[config.mk]
export PLATFORM = sky130hd
export DESIGN_NAME = serial_quantizer
export DESIGN_NICKNAME = d
export VERILOG_FILES = /design/src/rtl/sq_pkg.sv /design/src/rtl/sq_recip_rom.sv /design/src/rtl/sq_serial_mac.sv /design/src/rtl/sq_round_sat.sv /design/src/rtl/serial_quantizer.sv
export SDC_FILE = /design/constraint.sdc
export NUM_CORES = 1
export LEC_CHECK = 0
export BUFFER_PORTS_ARGS = -buffer_cell sky130_fd_sc_hd__clkbuf_2
export CAP_MARGIN = 20
export CORE_MARGIN = 1
export CORE_UTILIZATION = 50
export CTS_BUF_LIST = sky130_fd_sc_hd__clkbuf_8 sky130_fd_sc_hd__clkbuf_16
export CTS_CLUSTER_SIZE = 16
export DETAILED_ROUTE_END_ITERATION = 8
export PLACE_DENSITY = 0.78
export SYNTH_ARGS = -nofsm -noshare
export SYNTH_HDL_FRONTEND = slang
export SYNTH_SLANG_ARGS = --single-unit
[constraint.sdc]
create_clock -name clk_i -period 11.7 [get_ports clk_i]
set_input_delay 0 -clock clk_i [delete_from_list [all_inputs] [get_ports clk_i]]
set_output_delay 0 -clock clk_i [all_outputs]
set_load 0.01 [all_outputs]
[src/rtl/sq_pkg.sv]
package sq_pkg;
  localparam int DATA_W  = 12;
  localparam int RECIP_W = 9;
  localparam int IDX_W   = 6;
  localparam int SCALE_W = 2;
  localparam int DEPTH   = 1 << IDX_W;

  localparam logic [7:0] STEPS [DEPTH] = '{
    8'd16, 8'd11, 8'd10, 8'd16, 8'd24, 8'd40, 8'd51, 8'd61,
    8'd12, 8'd12, 8'd14, 8'd19, 8'd26, 8'd58, 8'd60, 8'd55,
    8'd14, 8'd13, 8'd16, 8'd24, 8'd40, 8'd57, 8'd69, 8'd56,
    8'd14, 8'd17, 8'd22, 8'd29, 8'd51, 8'd87, 8'd80, 8'd62,
    8'd18, 8'd22, 8'd37, 8'd56, 8'd68, 8'd109, 8'd103, 8'd77,
    8'd24, 8'd35, 8'd55, 8'd64, 8'd81, 8'd104, 8'd113, 8'd92,
    8'd49, 8'd64, 8'd78, 8'd87, 8'd103, 8'd121, 8'd120, 8'd101,
    8'd72, 8'd92, 8'd95, 8'd98, 8'd112, 8'd100, 8'd103, 8'd99
  };

  // rounded 2^RECIP_W / step
  function automatic int unsigned recip_of(input int unsigned i);
    int unsigned n;
    n = int'(STEPS[i]);
    return ((1 << RECIP_W) + n / 2) / n;
  endfunction
endpackage

[src/rtl/sq_recip_rom.sv]
module sq_recip_rom #(
  parameter int IDX_W   = sq_pkg::IDX_W,
  parameter int RECIP_W = sq_pkg::RECIP_W,
  parameter int SCALE_W = sq_pkg::SCALE_W
) (
  input  logic [IDX_W-1:0]   idx_i,
  input  logic [SCALE_W-1:0] scale_i,
  output logic [RECIP_W-1:0] recip_o
);
  localparam int DEPTH = 1 << IDX_W;

  logic [RECIP_W-1:0] words [DEPTH];

  for (genvar g = 0; g < DEPTH; g++) begin : g_word
    assign words[g] = RECIP_W'(sq_pkg::recip_of(g));
  end

  assign recip_o = words[idx_i] >> scale_i;
endmodule

[src/rtl/sq_serial_mac.sv]
module sq_serial_mac #(
  parameter int DATA_W  = sq_pkg::DATA_W,
  parameter int RECIP_W = sq_pkg::RECIP_W
) (
  input  logic                      clk_i,
  input  logic                      rst_ni,
  input  logic                      start_i,
  input  logic                      bit_i,
  input  logic [RECIP_W-1:0]        recip_i,
  output logic                      done_o,
  output logic [DATA_W+RECIP_W:0]   prod_o
);
  localparam int PW = DATA_W + RECIP_W + 1;
  localparam int CW = $clog2(DATA_W);

  logic          busy_q;
  logic [CW-1:0] cnt_q, cnt_cur;
  logic [PW-1:0] acc_q, acc_base, acc_d;
  logic [PW-1:0] opnd_q, opnd_cur;
  logic          active, last;

  always_comb begin
    active   = start_i | busy_q;
    cnt_cur  = start_i ? '0 : cnt_q;
    opnd_cur = start_i ? PW'(recip_i) : opnd_q;
    acc_base = start_i ? '0 : acc_q;
    last     = active && (cnt_cur == CW'(DATA_W - 1));
    acc_d    = acc_base;
    if (bit_i) acc_d = last ? acc_base - opnd_cur : acc_base + opnd_cur;  // sign bit weighs negative
  end

  always_ff @(posedge clk_i or negedge rst_ni) begin
    if (!rst_ni) begin
      busy_q <= 1'b0;
      cnt_q  <= '0;
      acc_q  <= '0;
      opnd_q <= '0;
    end else if (active) begin
      busy_q <= !last;
      cnt_q  <= CW'(cnt_cur + 1'b1);
      acc_q  <= acc_d;
      opnd_q <= opnd_cur << 1;
    end
  end

  assign done_o = last;
  assign prod_o = acc_d;

  assert_busy_after_start_R2: assert property (@(posedge clk_i) disable iff (!rst_ni)
    start_i |=> busy_q);
  assert_cnt_bound_R2: assert property (@(posedge clk_i) disable iff (!rst_ni)
    busy_q |-> cnt_q <= CW'(DATA_W - 1));
endmodule

[src/rtl/sq_round_sat.sv]
module sq_round_sat #(
  parameter int DATA_W  = sq_pkg::DATA_W,
  parameter int RECIP_W = sq_pkg::RECIP_W
) (
  input  logic                    clk_i,
  input  logic                    rst_ni,
  input  logic                    load_i,
  input  logic [DATA_W+RECIP_W:0] prod_i,
  output logic [DATA_W-1:0]       q_o,
  output logic                    valid_o
);
  localparam int PW = DATA_W + RECIP_W + 1;
  localparam logic [PW-1:0] HALF    = PW'(1) << (RECIP_W - 1);
  localparam logic [PW-1:0] POS_LIM = (PW'(1) << (DATA_W - 1)) - PW'(1);
  localparam logic [PW-1:0] NEG_LIM = PW'(1) << (DATA_W - 1);

  logic              neg;
  logic [PW-1:0]     mag, quo, lim, sat;
  logic [DATA_W-1:0] q_d;

  always_comb begin
    neg = prod_i[PW-1];
    mag = neg ? PW'(0) - prod_i : prod_i;
    quo = (mag + HALF) >> RECIP_W;
    lim = neg ? NEG_LIM : POS_LIM;
    sat = (quo > lim) ? lim : quo;
    q_d = neg ? DATA_W'(PW'(0) - sat) : DATA_W'(sat);
  end

  always_ff @(posedge clk_i or negedge rst_ni) begin
    if (!rst_ni) begin
      q_o     <= '0;
      valid_o <= 1'b0;
    end else begin
      valid_o <= load_i;
      if (load_i) q_o <= q_d;
    end
  end

  assert_sign_follows_product_R6: assert property (@(posedge clk_i) disable iff (!rst_ni)
    (valid_o && q_o != '0) |-> (q_o[DATA_W-1] == $past(prod_i[PW-1])));
  assert_zero_product_R6: assert property (@(posedge clk_i) disable iff (!rst_ni)
    (valid_o && $past(prod_i) == '0) |-> q_o == '0);
  assert_hold_between_results_R3: assert property (@(posedge clk_i) disable iff (!rst_ni)
    !valid_o |-> $stable(q_o) || $past(load_i));
endmodule

[src/rtl/serial_quantizer.sv]
module serial_quantizer #(
  parameter int DATA_W  = sq_pkg::DATA_W,
  parameter int RECIP_W = sq_pkg::RECIP_W,
  parameter int SCALE_W = sq_pkg::SCALE_W
) (
  input  logic                         clk_i,
  input  logic                         rst_ni,
  input  logic                         start_i,
  input  logic                         bit_i,
  input  logic [sq_pkg::IDX_W-1:0]     idx_i,
  input  logic [SCALE_W-1:0]           scale_i,
  output logic [DATA_W-1:0]            q_o,
  output logic                         valid_o
);
  localparam int IDX_W = sq_pkg::IDX_W;
  localparam int PW    = DATA_W + RECIP_W + 1;

  logic [RECIP_W-1:0] recip;
  logic               mac_done;
  logic [PW-1:0]      prod;

  sq_recip_rom #(.IDX_W(IDX_W), .RECIP_W(RECIP_W), .SCALE_W(SCALE_W)) u_rom (
    .idx_i   (idx_i),
    .scale_i (scale_i),
    .recip_o (recip)
  );

  sq_serial_mac #(.DATA_W(DATA_W), .RECIP_W(RECIP_W)) u_mac (
    .clk_i   (clk_i),
    .rst_ni  (rst_ni),
    .start_i (start_i),
    .bit_i   (bit_i),
    .recip_i (recip),
    .done_o  (mac_done),
    .prod_o  (prod)
  );

  sq_round_sat #(.DATA_W(DATA_W), .RECIP_W(RECIP_W)) u_rnd (
    .clk_i   (clk_i),
    .rst_ni  (rst_ni),
    .load_i  (mac_done),
    .prod_i  (prod),
    .q_o     (q_o),
    .valid_o (valid_o)
  );

  assert_latency_R3: assert property (@(posedge clk_i) disable iff (!rst_ni)
    mac_done |=> valid_o);
  assert_single_strobe_R3: assert property (@(posedge clk_i) disable iff (!rst_ni)
    valid_o |=> !valid_o);
endmodule

Word level (Yosys, flattened, before mapping)
Memory sizes are Yosys's and may differ from the RTL's.
Cells that the tools add are included.
{"block": "word_totals", "reg_bits": 61, "romBits": 576, "inputBits": 12, "out_inout_bits": 13, "wordCells": 32, "n_memories": 1}
{"memory": "(no name shown)", "words": 64, "width": 9, "rd": 1, "rd_ports_with_merged_regs": 0, "write_ports": 0, "line_no": "sq_recip_rom.sv:18", "rtl": "assign recip_o = words[idx_i] >> scale_i;"}
{"block": "classes", "addsub": 6, "order_cmp": 2, "n_eq_ne": 1, "shift": 1, "mux": 11, "n_bitwise": 2, "n_reduce_logical": 2}
{"cell": "22-bit 2-to-1 mux", "n": 5}
{"cell": "12-bit 2-to-1 mux", "n": 3}
{"cell": "22-bit adder", "n": 1}
{"cell": "22-bit by 9-bit adder with 22-bit output (second input constant)", "n": 1}
{"cell": "1-bit by 22-bit subtractor with 22-bit output (first input constant)", "n": 1}
{"cell": "22-bit subtractor", "n": 1}
{"cell": "9-bit 2-to-1 mux", "n": 2}
{"cell": "13-bit by 12-bit greater-than comparator with 1-bit output", "n": 1}
{"cell": "1-bit by 12-bit subtractor with 12-bit output (first input constant)", "n": 1}
{"cell": "9-bit by 2-bit right shift with 9-bit output", "n": 1}
{"cell": "7-bit >= comparator (second input constant)", "n": 1}
{"cell": "6-bit inverter with 7-bit output", "n": 1}
{"cell": "4-bit by 1-bit adder with 4-bit output (second input constant)", "n": 1}
{"cell": "4-bit == test (second input constant)", "n": 1}
{"cell": "4-bit 2-to-1 mux", "n": 1}
{"cell": "1-bit logical AND", "n": 1}
{"cell": "1-bit logical NOT", "n": 1}
{"cell": "1-bit OR", "n": 1}

Longest topological paths before layout
Gate-level depths: netlist (run 1).
{"block": "depth", "ltp_word": 16, "mapped_depth": 58, "depth_no_buf": 54}

Cells and area by module
Synthesis (run 1) repeated with hierarchy kept, for this count alone.
{"block": "unflattened", "cells_unflattened": 917, "area_unflattened_um2": 7199.4}
{"module": "sq_serial_mac", "n_inst": 1, "cells_per_inst": 534, "area_per_inst_um2": 4342.9, "seq_area_each_um2": 1201.2}
{"module": "sq_round_sat", "n_inst": 1, "cells_per_inst": 274, "area_per_inst_um2": 2048.2, "seq_area_each_um2": 325.3}
{"module": "sq_recip_rom", "n_inst": 1, "cells_per_inst": 109, "area_per_inst_um2": 808.3, "seq_area_each_um2": 0.0}

Least setup slack after synthesis (run 1)
OpenSTA, ideal clock, no wires.
{"block": "synth_timing", "path_type": "input to register", "from": "input port idx_i[1] in the netlist's numbering", "to": "register u_rnd.q_o[6]", "setup_time_ps": 127, "t_arrival_ps": 10715, "t_required_ps": 11573, "setup_slack_ps": 858, "cell_stages": 58, "n_path_buf": 5, "cell_sequence": "inv_1 ha_1 inv_2 mux4_2 a2111oi_2 nor3_1 o32ai_2 a21oi_1 ha_1 and3_1 a31oi_1 o21bai_1 a21oi_1 o32ai_1 ha_1 clkbuf_1 a21o_1 a21o_1 (+22 left out) o21a_1 o21ai_0 nand2b_1 a21oi_1 o21ai_0 o31a_1 a31o_2 nor2_1 buf_2 nor2_1 a21oi_1 ha_1 inv_1 nor3_1 nand3b_1 and3b_1 o31ai_1 nand2_1"}
{"block": "synth_between", "elab_chain_cells": 16, "word_cells_on_any_way": 18, "cone_classes": "5 x add/sub; 1 x order compare; 1 x shift; 9 x mux; 1 x bitwise; 1 x memory"}
{"element": "start: declaration", "line_no": "serial_quantizer.sv:10", "rtl": "input logic [sq_pkg::IDX_W-1:0] idx_i,"}
{"element": "6-bit inverter with 7-bit output (implied by the code) (*)", "line_no": "sq_recip_rom.sv:18"}
{"element": "memory read 64 x 9 bit (*)"}
{"element": "9-bit 2-to-1 mux (implied by the code) (*) (2 in a row)", "line_no": "sq_recip_rom.sv:18"}
{"element": "9-bit by 2-bit right shift with 9-bit output (*)", "line_no": "sq_recip_rom.sv:18"}
{"element": "22-bit 2-to-1 mux (*)", "line_no": "sq_serial_mac.sv:25", "rtl": "opnd_cur = start_i ? PW'(recip_i) : opnd_q;"}
{"element": "22-bit adder / 22-bit subtractor (equally long branches)", "line_no": "sq_serial_mac.sv:29", "rtl": "if (bit_i) acc_d = last ? acc_base - opnd_cur : acc_base + opnd_cur;"}
{"element": "22-bit 2-to-1 mux (*) (2 in a row)", "line_no": "sq_serial_mac.sv:29"}
{"element": "via prod[21]", "line_no": "serial_quantizer.sv:20", "rtl": "logic [PW-1:0] prod;"}
{"element": "1-bit by 22-bit subtractor with 22-bit output", "line_no": "sq_round_sat.sv:23", "rtl": "mag = neg ? PW'(0) - prod_i : prod_i;"}
{"element": "22-bit 2-to-1 mux", "line_no": "sq_round_sat.sv:23"}
{"element": "22-bit by 9-bit adder with 22-bit output", "line_no": "sq_round_sat.sv:24", "rtl": "quo = (mag + HALF) >> RECIP_W;"}
{"element": "13-bit by 12-bit greater-than comparator with 1-bit output", "line_no": "sq_round_sat.sv:26", "rtl": "sat = (quo > lim) ? lim : quo;"}
{"element": "12-bit 2-to-1 mux", "line_no": "sq_round_sat.sv:26"}
{"element": "1-bit by 12-bit subtractor with 12-bit output", "line_no": "sq_round_sat.sv:27", "rtl": "q_d = neg ? DATA_W'(PW'(0) - sat) : DATA_W'(sat);"}
{"element": "12-bit 2-to-1 mux (*)", "line_no": "sq_round_sat.sv:27"}
{"element": "end signal: assignment", "line_no": "sq_round_sat.sv:36", "rtl": "if (load_i) q_o <= q_d;"}
{"element": "end: declaration", "line_no": "sq_round_sat.sv:9", "rtl": "output logic [DATA_W-1:0] q_o,"}
Mark *: on every way through the listed nets, which the timed path passes. The rest lies on a longest branch. The select of a mux whose other input is x is not followed.
A chain may end at the register's enable or synchronous reset.

Worst setup path after layout (run 1)
{"block": "layout_timing", "from": "input port idx_i[1] in the netlist's numbering", "to": "register u_rnd.q_o[6]"}
{"block": "layout_between", "elab_chain_cells": 16, "word_cells_on_any_way": 18, "cone_classes": "5 x add/sub; 1 x order compare; 1 x shift; 9 x mux; 1 x bitwise; 1 x memory"}
{"element": "6-bit inverter with 7-bit output (implied by the code) (*)", "line_no": "sq_recip_rom.sv:18"}
{"element": "memory read 64 x 9 bit (*)"}
{"element": "9-bit 2-to-1 mux (implied by the code) (*) (2 in a row)", "line_no": "sq_recip_rom.sv:18"}
{"element": "9-bit by 2-bit right shift with 9-bit output (*)", "line_no": "sq_recip_rom.sv:18"}
{"element": "22-bit 2-to-1 mux (*)", "line_no": "sq_serial_mac.sv:25"}
{"element": "22-bit adder / 22-bit subtractor (equally long branches)", "line_no": "sq_serial_mac.sv:29"}
{"element": "22-bit 2-to-1 mux (*) (2 in a row)", "line_no": "sq_serial_mac.sv:29"}
{"element": "1-bit by 22-bit subtractor with 22-bit output", "line_no": "sq_round_sat.sv:23"}
{"element": "22-bit 2-to-1 mux", "line_no": "sq_round_sat.sv:23"}
{"element": "22-bit by 9-bit adder with 22-bit output", "line_no": "sq_round_sat.sv:24"}
{"element": "13-bit by 12-bit greater-than comparator with 1-bit output", "line_no": "sq_round_sat.sv:26"}
{"element": "12-bit 2-to-1 mux", "line_no": "sq_round_sat.sv:26"}
{"element": "1-bit by 12-bit subtractor with 12-bit output", "line_no": "sq_round_sat.sv:27"}
{"element": "12-bit 2-to-1 mux (*)", "line_no": "sq_round_sat.sv:27"}
Every way passes the cells marked *; elsewhere a longest branch is shown, timed or not. The select of a mux whose other input is x is not followed.

==> results_dict.tcl, run 1 <==
set metrics [dict create \
    status "finished, final reports clean" \
    min_period_ps 10780 \
    cp-end-kind "flop" \
    place_congestion 0.941 \
    synth_area_um2 7230 \
    synth.avg_cell_area_um2 7.77 \
    synth-seq-cells 61 \
    irDropWorstVdd_mv 0.117 \
    multi_input_area_um2 5340 \
    hold_viol_final 0 \
    synth_area_leaders "dfrtp_1, ha_1, a21oi_1, nor2_1, nand2_1" \
    final_cells 1112 \
    cts.path.max_buffers 2 \
    ys.flop_type "dfrtp_1" \
    root_buffer "clkbuf_16" \
    cpMostUsedCell "ha_1" \
    cts_inserted_buffers 9 \
    die_height_um 122 \
    synth.most_common_cell "nor2_1" \
    synthCells 931 \
    setup_viol 0 \
    diodes 0 \
    dr.pass1.iters 5 \
    yosysTopAreaCell "dfrtp_1" \
    via_per_inst 6.42 \
    synth_nets 987 \
    nNetsFinal 983 \
    max_slew_margin_pct 36.1 \
    wl_mm 19.3 \
    final_core_util_pct 55.8 \
    cts_sinks 61 \
    grt_overflow 0 \
    drive_above_1_share_pct 11.9 \
    cp-start-kind "primary input" \
    place_inst 1095 \
    ys_types 101 \
    grt_pass1_wl_mm 31.7 \
    clk_latency_ps 350 \
    cp_data_required_time_ps 11940 \
    p_leak_nw 3.60 \
    cts_tree "built" \
    syn2layout_area_growth_pct 7.83 \
    layout_setup_ws_ps 920 \
    initialDrtViolationCount 889 \
    synth_edf_count 0 \
    synth_top_area_share_pct 21.1 \
    seq_area_frac_synth_pct 21.1 \
    clkTransAtPathRegs_ps 60 \
    drcViolationCount 0 \
    wl_per_cell_um 17.4 \
    async_reset_ff_share_pct 100 \
    min_period_over_period_pct 92.1 \
    dp_hpwl_mm 13.5 \
    dp_slack_ps 722 \
    grtUsageTotal_pct 26.7 \
    antenna_found_initial 0 \
    seq_area_um2 1530 \
    grt_max_degree 62 \
    fp.dieW_um 122 \
    fin_worst_skew_ps 8.83 \
    worstMarginPinSlew_ps 948 \
    rows 43 \
    crit_slowest_cell "mux4_2" \
    maxSlewViolCount 0 \
    ant_nets 0 \
    grt_pass1_vias 6437 \
    die_area_um2 15000 \
    core_area_um2 14000 \
    crit_path_max_fanout 11 \
    clock.fmax_mhz 92.8 \
    ys_warn_count 0 \
    synth.top_cells.by_count "nor2_1, nand2_1, a21oi_1" \
    power_density_nw_per_um2 180 \
    slowest_delay_ps 480 \
    cap_violations 0 \
    fillers 1311 \
    holdCritPathClass "primary input to flop" \
    crit_type "primary input to flop" \
    port_buffers 24 \
    arrival_ps 11020 \
    vias 7141 \
    htreeDepth 3 \
    design.portCount 25 \
    initial_core_util_pct 51.7 \
]
==> routing by layer <==
layer	global-route usage, %	vias to the layer above	part of all wire, %	routed length (µm)
met2	41.7	311	45	8720
met4	12.3	0	2.8	549
met3	4.41	57	6.9	1340
met5	0	-	0	0
li1	-	3431	-	-
met1	35.8	3342	45	8730
==> power breakdown <==
group	leakage (nW)	switching (W)	internal [W]	total (W)
registers	0.811	0.0000207	0.000246	0.000267
logic	2.61	0.000495	0.000309	0.000803
clock network	0.173	0.000108	0.000229	0.000336
total	3.60	0.000623	0.000783	0.00141
==> timing repair <==
| action | in CTS | in global routing |
|---|---|---|
| resized for setup | 0 | 3 |
| setup buffers | 0 | 0 |
| endpoints found under the setup margin | 0 | 3 |
| hold buffers | 1 | 0 |
| endpoints found under the hold margin | 61 | 0 |
==> stage by stage <==
stage | cell area (µm²) | total power [W] | hold WS, ps | TNS [ps]
2_1_floorplan | 7230 | 0.000880 | -296 | 0
3_3_place_gp | 7410 | 0.00103 | 227 | 0
3_5_place_dp | 7410 | 0.00104 | 248 | 0
4_1_cts | 7780 | 0.00139 | 232 | 0
5_1_grt | 7800 | 0.00151 | 295 | -3.82
6_report | 7800 | 0.00141 | 252 | 0
==> state kept, by name, indices dropped and copies added (netlist names) <==
register / flops
u_mac.acc_q: 22
u_mac.opnd_q: 21
u_rnd.q_o: 12
u_mac.cnt_q: 4
u_mac.busy_q: 1
u_rnd.valid_o: 1
==> layout by cell type (no fill, tap or decap), types with 12 or more instances in the layout <==
master / Yosys / layout
a21oi_1: 76 / 76
inv_1: 30 / 31
a21o_1: 21 / 21
dfrtp_1: 61 / 61
nand3_1: 24 / 24
xor2_1: 17 / 17
nand2_1: 83 / 83
nand4_1: 13 / 13
nor3_1: 19 / 19
mux2i_1: 29 / 29
o21a_1: 12 / 12
nand2b_1: 13 / 13
and2_1: 14 / 14
ha_1: 43 / 43
a31oi_1: 14 / 14
o21ai_0: 48 / 48
xnor2_1: 18 / 18
clkbuf_2: 0 / 23
nor2_1: 94 / 94
nor2b_1: 43 / 43
o211ai_1: 12 / 12
==> worst max-delay path: cells and delay by family <==
family / cells / cell delay, ps
adders and majority gates: 6 / 1910
xor gates and xnor gates: 2 / 610
buffers and inverters: 7 / 800
and+or+nand+nor: 14 / 2200
muxes: 1 / 480
AOI/OAI and AO/OA: 25 / 4970
==> kinds of logic after synthesis <==
| group | count (synthesis) | synth area share, % |
|---|---|---|
| and+or+nand+nor | 367 | 26.1 |
| AOI/OAI and AO/OA | 296 | 29.1 |
| buffers and inverters | 87 | 5.38 |
| DFF | 61 | 21.1 |
| adders and majority gates | 44 | 7.71 |
| muxes | 39 | 5.93 |
| xor gates and xnor gates | 37 | 4.69 |
==> worst paths after layout <==
kind                                                  from  slack, ps                     endpoint  depth (start not counted)
worst max-delay path                              idx_i[1]        920     u_rnd.q_o[6]$_DFFE_PN0P_                         55
worst min-delay path                            scale_i[1]        250  u_mac.opnd_q[1]$_DFFE_PN0P_                          4
worst max register to register  u_mac.cnt_q[0]$_DFFE_PN0P_       1330     u_rnd.q_o[6]$_DFFE_PN0P_                         46
worst min register to register  u_mac.acc_q[3]$_DFFE_PN0P_        470   u_mac.acc_q[3]$_DFFE_PN0P_                          2
max in group asynchronous                           rst_ni      10770  u_mac.acc_q[20]$_DFFE_PN0P_                          3
min in group asynchronous                           rst_ni        360   u_mac.acc_q[9]$_DFFE_PN0P_                          3
==> area by class of cell <==
cell class | instances | share of cell area (%)
clock buffers | 9 | 2.89
inverters | 36 | 1.76
flip-flops and latches | 61 | 19.6
multi-input cells | 783 | 68.4
well taps | 180 | 2.89
repair buffers | 36 | 2.73
clock inverters | 7 | 1.78
Note: power is estimated with default switching activity, not from simulation.
==> run 2: changes to the inputs <==
--- a/config.mk
+++ b/config.mk
@@ -5,7 +5,7 @@
 export SDC_FILE = /design/constraint.sdc
 export NUM_CORES = 1
 export LEC_CHECK = 0
-export BUFFER_PORTS_ARGS = -buffer_cell sky130_fd_sc_hd__clkbuf_2
+export BUFFER_PORTS_ARGS = -buffer_cell sky130_fd_sc_hd__buf_2
 export CAP_MARGIN = 20
 export CORE_MARGIN = 1
 export CORE_UTILIZATION = 50
==> results_dict.tcl, run 2 (synthesized netlist as in run 1, its figures left out) <==
set metrics [dict create \
    status "finished, final reports clean" \
    switchingPower_w 0.000612 \
    cap_violations 0 \
    diodes 0 \
    slowest_delay_ps 460 \
    worstMarginPinSlew_ps 1070 \
    hold_viol_final 0 \
    cp_data_required_time_ps 11920 \
    cp-end-kind "flop" \
    path_delay_family "compound AO/OA/AOI/OAI gates" \
    post_cts_buffers 0 \
    clkPwrFrac_pct 20.0 \
    antenna_found_initial 0 \
    pwr-share-seq_pct 20.0 \
    top_regs "u_mac.acc_q (22), u_mac.opnd_q (21), u_rnd.q_o (12)" \
    fin_worst_skew_ps 7.67 \
    critical_path_buf_inv_count 8 \
    irDropWorstVdd_mv 0.108 \
    cts_tree "built" \
    rows 43 \
    wl_mm 19.2 \
    layout_setup_ws_ps 965 \
    core_area_um2 14000 \
    power_density_nw_per_um2 173 \
    setup_viol 0 \
    initial_core_util_pct 51.7 \
    crit_slowest_cell "mux4_2" \
    fp.dieW_um 122 \
    crit_path_max_fanout 12 \
    nNetsFinal 982 \
    drive_above_1_share_pct 12.3 \
    final_core_util_pct 55.4 \
    fillers 1324 \
    crit_type "primary input to flop" \
    p_leak_nw 3.58 \
    arrival_ps 10960 \
    syn2layout_area_growth_pct 7.06 \
    cts_inserted_buffers 9 \
    final_cell_mix "nor2_1, nand2_1, a21oi_1, dfrtp_1, o21ai_0" \
    top_layer "met4" \
    grt_pass1_vias 6625 \
    maxSlewViolCount 0 \
    initialDrtViolationCount 698 \
    vias 7024 \
    ant_nets 0 \
    route.met2.wl_mm 8.73 \
    grtUsageTotal_pct 26.9 \
    place_inst 1094 \
    layout_commonest_cell "nor2_1" \
    port_buffers 24 \
    place_congestion 0.946 \
    htreeDepth 3 \
    cts_sinks 61 \
    clk_latency_ps 350 \
    clock.fmax_mhz 93.2 \
    root_buffer "clkbuf_16" \
    max_slew_margin_pct 27.7 \
    final_cells 1110 \
    drcViolationCount 0 \
    die_area_um2 15000 \
    clkTransAtPathRegs_ps 60 \
    met3RoutedLength_mm 1.14 \
    cts.path.max_buffers 2 \
    rsz0062_at_grt "no" \
    design.portCount 25 \
    hold_slack_ps 143 \
    min_period_over_period_pct 91.8 \
    holdCritPathClass "primary input to flop" \
    switching_share_pct 45.7 \
    cell_internal_pwr_w 0.000727 \
    die_height_um 122 \
    dp_hpwl_mm 13.8 \
    largest_register_ffs 22 \
    combinationalPowerShare_pct 60.0 \
    wl_per_cell_um 17.3 \
    via_per_inst 6.33 \
    dp_slack_ps 552 \
    fin_setup_tns_ps 0 \
    dr.pass1.iters 7 \
    min_period_ps 10740 \
    cp-start-kind "primary input" \
    grt_overflow 0 \
    grt_max_degree 62 \
    grt_pass1_wl_mm 32.1 \
    top_register "u_mac.acc_q" \
    met1Wirelength_mm 8.83 \
]
run 2: power groups by stage:
stage	clock (W)	sequential (W)	combinational [W]
global route	0.000283	0.000272	0.000882
floorplan	0	0.000266	0.000614
global placement	0	0.000269	0.000761
CTS	0.000271	0.000268	0.000783
finish	0.000268	0.000267	0.000802
detailed placement	0	0.000271	0.000773
run 2: final timing paths:
path                                        startpoint                      endpoint  slack [ps]  cells past startpoint
max                                           idx_i[1]      u_rnd.q_o[6]$_DFFE_PN0P_         960                     57
max in group asynchronous                       rst_ni   u_mac.acc_q[20]$_DFFE_PN0P_       10770                      3
min                                            start_i  u_mac.opnd_q[10]$_DFFE_PN0P_         140                      2
min in group asynchronous                       rst_ni      u_rnd.q_o[3]$_DFFE_PN0P_         380                      3
min reg2reg                u_mac.acc_q[17]$_DFFE_PN0P_   u_mac.acc_q[17]$_DFFE_PN0P_         460                      2
max reg2reg                 u_mac.cnt_q[0]$_DFFE_PN0P_      u_rnd.q_o[6]$_DFFE_PN0P_        1300                     48
run 2: per-layer routing:
metal / vias up / track usage [%]
met1: 3291 / 36.4
li1: 3441 / -
met3: 42 / 5.86
met5: - / 0
met2: 250 / 42.2
met4: 0 / 8.99
run 2: area by class of cell:
class	instances	area [µm²]	area share, %
Multi-Input combinational cell	783	5350	69.1
Sequential cell	61	1530	19.7
Clock buffer	14	294	3.80
Tap cell	180	225	2.91
Timing Repair Buffer	35	205	2.65
Inverter	36	138	1.78
Clock inverter	1	3.75	0.0485
run 2: timing repair:
item	4_1_cts	5_1_grt
hold buffers	1	0
setup endpoints to repair	0	3
endpoints found under the hold margin	61	0
gates resized for setup	0	8
run 2: stage by stage:
stage                     power [W]  cell area (µm²)
after detailed placement    0.00104             7400
final                       0.00134             7740
after floorplan            0.000880             7230
after global placement      0.00103             7400
after CTS                   0.00132             7710
after global routing        0.00144             7740
